===== src/rtl/mii_rx_pkg.sv =====
package mii_rx_pkg;

  localparam int NIB_W  = 4;
  localparam int BYTE_W = 2 * NIB_W;

  localparam logic [NIB_W-1:0] PRE_NIB = 4'h5;
  localparam logic [NIB_W-1:0] SFD_NIB = 4'hD;

  typedef enum logic [1:0] {
    ST_IDLE = 2'd0,
    ST_HUNT = 2'd1,
    ST_DATA = 2'd2
  } rx_state_e;

endpackage


===== src/rtl/mii_rx_status_sync.sv =====
module mii_rx_status_sync #(
  parameter int WIDTH  = 2,
  parameter int STAGES = 2
) (
  input  logic             clk,
  input  logic             rst_n,
  input  logic [WIDTH-1:0] async_i,
  output logic [WIDTH-1:0] sync_o
);

  logic [WIDTH-1:0] stage_q [STAGES];

  always_ff @(posedge clk or negedge rst_n) begin
    if (!rst_n) stage_q[0] <= '0;
    else        stage_q[0] <= async_i;
  end

  generate
    for (genvar s = 1; s < STAGES; s++) begin : g_stage
      always_ff @(posedge clk or negedge rst_n) begin
        if (!rst_n) stage_q[s] <= '0;
        else        stage_q[s] <= stage_q[s-1];
      end
    end
  endgenerate

  assign sync_o = stage_q[STAGES-1];

endmodule


===== src/rtl/mii_rx_framer.sv =====
module mii_rx_framer
  import mii_rx_pkg::*;
(
  input  logic              clk,
  input  logic              rst_n,
  input  logic [NIB_W-1:0]  nib_i,
  input  logic              dv_i,
  input  logic              er_i,
  output logic [BYTE_W-1:0] byte_o,
  output logic              byte_vld_o,
  output logic              sof_o,
  output logic              end_now_o,
  output logic              end_o,
  output logic              odd_o,
  output logic              err_o
);

  rx_state_e         st_q, st_d;
  logic              half_q, half_d;
  logic              pre5_q, pre5_d;
  logic              first_q, first_d;
  logic [NIB_W-1:0]  low_q;
  logic              low_ld;
  logic [BYTE_W-1:0] byte_q;
  logic              byte_ld;
  logic              vld_q, vld_d;
  logic              sof_q, sof_d;
  logic              end_q, end_d;
  logic              odd_q, odd_d;
  logic              err_q, err_d;
  logic              err_clr;

  // next-state logic
  always_comb begin
    st_d     = st_q;
    half_d   = half_q;
    pre5_d   = pre5_q;
    first_d  = first_q;
    low_ld   = 1'b0;
    byte_ld  = 1'b0;
    vld_d    = 1'b0;
    sof_d    = 1'b0;
    end_d    = 1'b0;
    odd_d    = 1'b0;
    end_now_o = 1'b0;

    unique case (st_q)
      ST_IDLE: begin
        if (dv_i) begin
          st_d   = ST_HUNT;
          pre5_d = (nib_i == PRE_NIB);
        end
      end
      ST_HUNT: begin
        if (!dv_i) begin
          st_d = ST_IDLE;
        end else if (pre5_q && nib_i == SFD_NIB) begin
          st_d    = ST_DATA;
          half_d  = 1'b0;
          first_d = 1'b1;
        end else begin
          pre5_d = (nib_i == PRE_NIB);
        end
      end
      ST_DATA: begin
        if (!dv_i) begin
          st_d      = ST_IDLE;
          end_d     = 1'b1;
          end_now_o = 1'b1;
          odd_d     = half_q;
          half_d    = 1'b0;
        end else if (!half_q) begin
          low_ld = 1'b1;
          half_d = 1'b1;
        end else begin
          byte_ld = 1'b1;
          vld_d   = 1'b1;
          sof_d   = first_q;
          first_d = 1'b0;
          half_d  = 1'b0;
        end
      end
      default: st_d = ST_IDLE;
    endcase

    err_clr = end_q || (!dv_i && st_q != ST_DATA);
    err_d   = (err_clr ? 1'b0 : err_q) | (dv_i & er_i);
  end

  // control registers
  always_ff @(posedge clk or negedge rst_n) begin
    if (!rst_n) begin
      st_q    <= ST_IDLE;
      half_q  <= 1'b0;
      pre5_q  <= 1'b0;
      first_q <= 1'b0;
      vld_q   <= 1'b0;
      sof_q   <= 1'b0;
      end_q   <= 1'b0;
      odd_q   <= 1'b0;
      err_q   <= 1'b0;
    end else begin
      st_q    <= st_d;
      half_q  <= half_d;
      pre5_q  <= pre5_d;
      first_q <= first_d;
      vld_q   <= vld_d;
      sof_q   <= sof_d;
      end_q   <= end_d;
      odd_q   <= odd_d;
      err_q   <= err_d;
    end
  end

  // data registers with explicit load enables
  always_ff @(posedge clk or negedge rst_n) begin
    if (!rst_n)      low_q <= '0;
    else if (low_ld) low_q <= nib_i;
  end

  always_ff @(posedge clk or negedge rst_n) begin
    if (!rst_n)       byte_q <= '0;
    else if (byte_ld) byte_q <= {nib_i, low_q};
  end

  assign byte_o     = byte_q;
  assign byte_vld_o = vld_q;
  assign sof_o      = sof_q;
  assign end_o      = end_q;
  assign odd_o      = odd_q;
  assign err_o      = err_q;

  // the start marker only rides on a byte strobe
  p_sof_with_byte_r3: assert property (@(posedge clk) disable iff (!rst_n)
    sof_q |-> vld_q);

  // two nibbles per byte, so strobes never sit in adjacent cycles
  p_byte_spacing_r2: assert property (@(posedge clk) disable iff (!rst_n)
    vld_q |=> !vld_q);

  // end marker is a lone pulse without a byte
  p_eof_alone_r4: assert property (@(posedge clk) disable iff (!rst_n)
    end_q |-> !vld_q);

  p_eof_pulse_r4: assert property (@(posedge clk) disable iff (!rst_n)
    end_q |=> !end_q);

  // a byte can only come from a nibble sampled with valid high
  p_byte_needs_valid_r5: assert property (@(posedge clk) disable iff (!rst_n)
    vld_q |-> $past(dv_i));

  // error stays set while the frame continues
  p_err_sticky_r6: assert property (@(posedge clk) disable iff (!rst_n)
    (err_q && !end_q && dv_i) |=> err_q);

  // error drops after the end marker unless a new one arrives
  p_err_release_r6: assert property (@(posedge clk) disable iff (!rst_n)
    (end_q && !(dv_i && er_i)) |=> !err_q);

endmodule


===== src/rtl/mii_rx_len_check.sv =====
module mii_rx_len_check #(
  parameter int MIN_LEN = 64,
  parameter int MAX_LEN = 1518
) (
  input  logic clk,
  input  logic rst_n,
  input  logic byte_i,
  input  logic end_i,
  output logic len_err_o
);

  localparam int CNT_W = $clog2(MAX_LEN + 2);
  localparam logic [CNT_W-1:0] SAT_V = CNT_W'(MAX_LEN + 1);
  localparam logic [CNT_W:0]   MIN_V = (CNT_W+1)'(MIN_LEN);
  localparam logic [CNT_W:0]   MAX_V = (CNT_W+1)'(MAX_LEN);

  logic [CNT_W-1:0] cnt_q, cnt_d;
  logic [CNT_W:0]   total;
  logic             len_err_q, len_err_d;

  always_comb begin
    total = {1'b0, cnt_q} + {{CNT_W{1'b0}}, byte_i};
    cnt_d = cnt_q;
    if (end_i)
      cnt_d = '0;
    else if (byte_i && cnt_q != SAT_V)
      cnt_d = cnt_q + 1'b1;
    len_err_d = end_i && ((total < MIN_V) || (total > MAX_V));
  end

  always_ff @(posedge clk or negedge rst_n) begin
    if (!rst_n) begin
      cnt_q     <= '0;
      len_err_q <= 1'b0;
    end else begin
      cnt_q     <= cnt_d;
      len_err_q <= len_err_d;
    end
  end

  assign len_err_o = len_err_q;

  // counter saturates just above the legal maximum
  p_cnt_bounded_r7: assert property (@(posedge clk) disable iff (!rst_n)
    cnt_q <= SAT_V);

  // count restarts for each frame
  p_cnt_restart_r7: assert property (@(posedge clk) disable iff (!rst_n)
    end_i |=> cnt_q == '0);

endmodule


===== src/rtl/mii_rx_byte_adapter.sv =====
module mii_rx_byte_adapter
  import mii_rx_pkg::*;
#(
  parameter int MIN_LEN     = 64,
  parameter int MAX_LEN     = 1518,
  parameter int SYNC_STAGES = 2
) (
  input  logic       clk,
  input  logic       rst_n,
  input  logic [3:0] rx_nib,
  input  logic       rx_valid,
  input  logic       rx_error,
  input  logic       carrier_in,
  input  logic       collision_in,
  output logic [7:0] out_byte,
  output logic       out_valid,
  output logic       out_sof,
  output logic       out_eof,
  output logic       frm_err,
  output logic       len_err,
  output logic       align_err,
  output logic       carrier_sync,
  output logic       collision_sync
);

  logic rst_meta_q, rst_int_n;
  logic end_now;
  logic [1:0] status_sync;

  // asynchronous assert, synchronous release
  always_ff @(posedge clk or negedge rst_n) begin
    if (!rst_n) begin
      rst_meta_q <= 1'b0;
      rst_int_n  <= 1'b0;
    end else begin
      rst_meta_q <= 1'b1;
      rst_int_n  <= rst_meta_q;
    end
  end

  mii_rx_framer u_framer (
    .clk        (clk),
    .rst_n      (rst_int_n),
    .nib_i      (rx_nib),
    .dv_i       (rx_valid),
    .er_i       (rx_error),
    .byte_o     (out_byte),
    .byte_vld_o (out_valid),
    .sof_o      (out_sof),
    .end_now_o  (end_now),
    .end_o      (out_eof),
    .odd_o      (align_err),
    .err_o      (frm_err)
  );

  mii_rx_len_check #(
    .MIN_LEN (MIN_LEN),
    .MAX_LEN (MAX_LEN)
  ) u_len (
    .clk       (clk),
    .rst_n     (rst_int_n),
    .byte_i    (out_valid),
    .end_i     (end_now),
    .len_err_o (len_err)
  );

  mii_rx_status_sync #(
    .WIDTH  (2),
    .STAGES (SYNC_STAGES)
  ) u_sync (
    .clk     (clk),
    .rst_n   (rst_int_n),
    .async_i ({collision_in, carrier_in}),
    .sync_o  (status_sync)
  );

  assign carrier_sync   = status_sync[0];
  assign collision_sync = status_sync[1];

  // the length flag is only raised with the end marker
  p_len_at_eof_r7: assert property (@(posedge clk) disable iff (!rst_int_n)
    len_err |-> out_eof);

  // the alignment flag is only raised with the end marker
  p_align_at_eof_r8: assert property (@(posedge clk) disable iff (!rst_int_n)
    align_err |-> out_eof);

endmodule


===== config.mk =====
export PLATFORM = sky130hd
export DESIGN_NAME = mii_rx_byte_adapter
export DESIGN_NICKNAME = d
export VERILOG_FILES = /design/src/rtl/mii_rx_pkg.sv /design/src/rtl/mii_rx_status_sync.sv /design/src/rtl/mii_rx_framer.sv /design/src/rtl/mii_rx_len_check.sv /design/src/rtl/mii_rx_byte_adapter.sv
export SDC_FILE = /design/constraint.sdc
export NUM_CORES = 1
export LEC_CHECK = 0
export ABC_AREA = 0
export BUFFER_PORTS_ARGS = -buffer_cell sky130_fd_sc_hd__buf_4
export CAP_MARGIN = 10
export CORE_MARGIN = 5
export CORE_UTILIZATION = 45
export DETAILED_ROUTE_END_ITERATION = 7
export GPL_ROUTABILITY_DRIVEN = 0
export HOLD_SLACK_MARGIN = 0.06
export PLACE_DENSITY = 0.74
export REMOVE_ABC_BUFFERS = 1
export SYNTH_ARGS = -nofsm -noshare
export SYNTH_HDL_FRONTEND = slang
export SYNTH_SLANG_ARGS = --single-unit

===== constraint.sdc =====
create_clock -name clk -period 1.7 [get_ports clk]
set_input_delay 0.085 -clock clk [delete_from_list [all_inputs] [get_ports clk]]
set_output_delay 0.085 -clock clk [all_outputs]
set_load 0.005 [all_outputs]

==> summary.txt <==
Power and ir drop
  • Pint: 1.34 mW
  • Sw Ratio: 23.6%
  • Static Leak: 1.23 nW
  • Clk pwr share: 35.4%
  • NetSw: 0.413 mW
  • P per Cell Area: 662 mW/mm^2
  • Peak supply drop: 0.000402 V
  • Comb pwr share: 8.5%
  • Flop pwr share: 56.1%

Global routing
  • Initial antenna violation count: 0
  • GRT Overall Usage: 16.6%
  • Overflow after GRT: 0
  • Vias in the first global route: 1667
  • Largest net degree at the start of global routing: 23
  • Global-route wire length before repair: 7.23 mm

Final layout
  • Layout cells sized above 1: 33.0%
  • # diodes: 0
  • Commonest non-fill, non-tap cell in the layout: buf_4
  • P&R area growth vs syn: 37.1%
  • Final Util: 64.7%
  • Commonest cells after routing, fill and taps aside: 57 x buf_4, 40 x dfrtp_1, 37 x nand2_1, 14 x nor2_1
  • Final nets: 276
  • Final Non-Filler Cells: 314
  • Filler instances: 340

Clock tree
  • CTS Buffer Depth: 2
  • Clock slew at reported path FFs: 80 ps
  • Clk_lat worst skew: 290 ps
  • CTS Buf Count: 5
  • H-Tree Depth: 2
  • CTS Root Cell: clkbuf_8
  • CTS tree: yes
  • CTS Sinks: 40

STA
  • RSZ-0062 raised after global routing: true
  • Final WS setup: -201 ps
  • Final period util: 112%
  • Tmin final: 1900 ps
  • Final setup fails: 3
  • Final Skew: 7.22 ps
  • Final Max Slew Viols: 0
  • Setup TNS: -231 ps
  • Fin. Hold Viols: 0
  • F_max: 526 MHz

Die
  • Placeable Area: 0.00409 mm^2
  • I/O pin count: 26
  • DIE WIDTH: 75.5 um
  • Die Height: 75.5 um
  • Die area: 0.00570 mm^2
  • Initial core utilization: 47.2%
  • Site Rows: 23

Min path
  • Min-Delay Startpoint: rx_valid
  • Worst min path class: in -> reg
  • Hold Path Depth: 3
  • Hold endpoint: u_framer.err_o

Drt
  • Drc violations: 0
  • Remaining antenna violation count: 0
  • Total number of vias: 1630
  • Drt first pass iters: 4
  • Vias per inst: 5.19
  • Iteration-0 DRC Markers: 76
  • Final WL: 4.33 mm
  • DR WL/cell: 13.8 um

Synthesis
  • Syn. warnings: 0
  • Number of distinct library cells after synthesis: 43
  • Post-Synthesis Cells: 198
  • Main synth FF type: dfrtp_1
  • Mapped Area: 0.00193 mm^2
  • Register bit count reported by yosys: 40
  • Post-synthesis async set-or-reset flop share: 100%
  • Sequential area share after synthesis: 51.9%
  • Number of enable flip-flop cells after synthesis: 0
  • Synth Area per Inst: 9.74 um^2

Critical path
  • Req. time, crit path: 1930 ps
  • Worst r2r src: u_framer.byte_vld_o
  • Max FO, Critical Path: 3
  • Reg2Reg Setup Slack: -200 ps
  • CP endpoint kind: flop
  • Reg2reg path depth: 8
  • Type of origin of the critical path: flop
  • CP arrival: 2130 ps
  • Critical path class: reg -> reg
  • End of the worst register-to-register path: u_len.len_err_o

Run status
  • Failing checks: setup timing
  • Status: finished, violations left

Placement
  • Placed cells: 295
  • Buffers on Ports: 25
  • Hpwl dp: 3.02 mm

Job
  • Max Cap Violations: 0
-- stage by stage --
step | setup slack [ps] | instance area [um^2] | hold WS (ps) | total power, mW
2_1_floorplan | -329 | 1860 | -211 | 1.06
3_3_place_gp | -213 | 2360 | -133 | 1.12
3_5_place_dp | -263 | 2360 | -130 | 1.13
4_1_cts | -190 | 2570 | 68.7 | 1.76
5_1_grt | -290 | 2650 | 71.0 | 1.83
6_report | -201 | 2650 | 74.8 | 1.75
-- registers in the layout, summed over array words and instances, names as in the netlist --
name	cells
u_framer.pre5_q	1
rst_meta_q	1
u_framer.sof_o	1
u_framer.odd_o	1
u_framer.byte_o	8
u_len.len_err_o	1
u_framer.st_q	2
u_framer.half_q	1
u_framer.first_q	1
rst_int_n	1
u_framer.byte_vld_o	1
u_sync.stage_q	2
u_framer.end_o	1
u_sync.sync_o	2
u_len.cnt_q	11
u_framer.err_o	1
u_framer.low_q	4
-- synthesized netlist by cell type (3+ instances only) --
cell type  count  area share, %
or3_1          8            2.6
xor2_1         3            1.4
nor2b_1        5            1.6
nor3_1         5            1.3
dfrtp_1       40             52
buf_6          3            1.8
mux2_2         4            2.3
nor3b_1        3            1.2
nand3_1        7            1.8
nor2_1        14            2.7
nand4_1        5            1.6
nand2_1       38            7.4
clkbuf_1       3           0.58
ha_1           3            1.9
o21ai_0        9            2.3
buf_2          3           0.78
xnor2_1        3            1.4
inv_1          3           0.58
a21oi_1       12            3.1
-- metal layers --
| metal | share of wire, % | vias up | global-route usage, % |
|---|---|---|---|
| li1 | - | 812 | - |
| met1 | 42 | 786 | 20.1 |
| met2 | 53 | 28 | 29.1 |
| met3 | 3.7 | 4 | 4.22 |
| met4 | 0.67 | 0 | 5.05 |
| met5 | 0 | - | 0 |
-- layout make-up --
type | instances | area, um^2 | area share [%]
flip-flops and latches | 40 | 1000 | 37.8
multi-input cells | 144 | 927 | 35.1
repair buffers | 68 | 551 | 20.8
clock buffers | 6 | 72.6 | 2.74
well taps | 50 | 62.6 | 2.37
clock inverters | 2 | 16.3 | 0.615
inverters | 4 | 15.0 | 0.568
-- critical path: stages (launching register included) --
cell and delay [ps]:
dfrtp_1 400, ha_4 160, ha_4 140, nand2_2 60, or4_4 480, a22oi_2 180
nand3_1 110, o211ai_2 140, a32o_1 170
-- worst max path at each step --
stage / startpoint / endpoint / slack [ps]
global placement: u_framer.byte_vld_o / u_len.len_err_o / -210
floorplan: u_framer.byte_vld_o / u_len.len_err_o / -330
finish: u_framer.byte_vld_o / u_len.len_err_o / -200
CTS: u_len.cnt_q[0] / u_len.len_err_o / -190
global route: u_len.cnt_q[0] / u_len.len_err_o / -290
detailed placement: u_len.cnt_q[0] / u_len.len_err_o / -260
-- timing repair --
item | in CTS | in global routing
buffers inserted | 1 | 2
endpoints found under the hold margin | 14 | 0
hold buffers | 8 | 0
endpoints found under the setup margin | 5 | 8
pin swaps | 5 | 8
gates resized for setup | 6 | 11
-- power by group through the flow --
stage	sequential [mW]	combinational, mW	clock [mW]
final	0.982	0.149	0.619
after CTS	0.982	0.141	0.636
after global routing	0.985	0.166	0.681
after global placement	1.00	0.123	0
after detailed placement	1.00	0.124	0
after floorplan	1.01	0.0427	0
-- kinds of logic after synthesis --
logic type      count (synthesis)  share of synthesized area, %
flops                          40                          51.9
fa+ha+maj                       3                          1.95
mux                             5                          2.85
compound gates                 34                          11.3
other cells                     1                         0.194
xor+xnor                        6                          2.72
buf+inv                        14                          4.28
simple gates                   95                          24.8
Power figures use the tool's default switching activity.
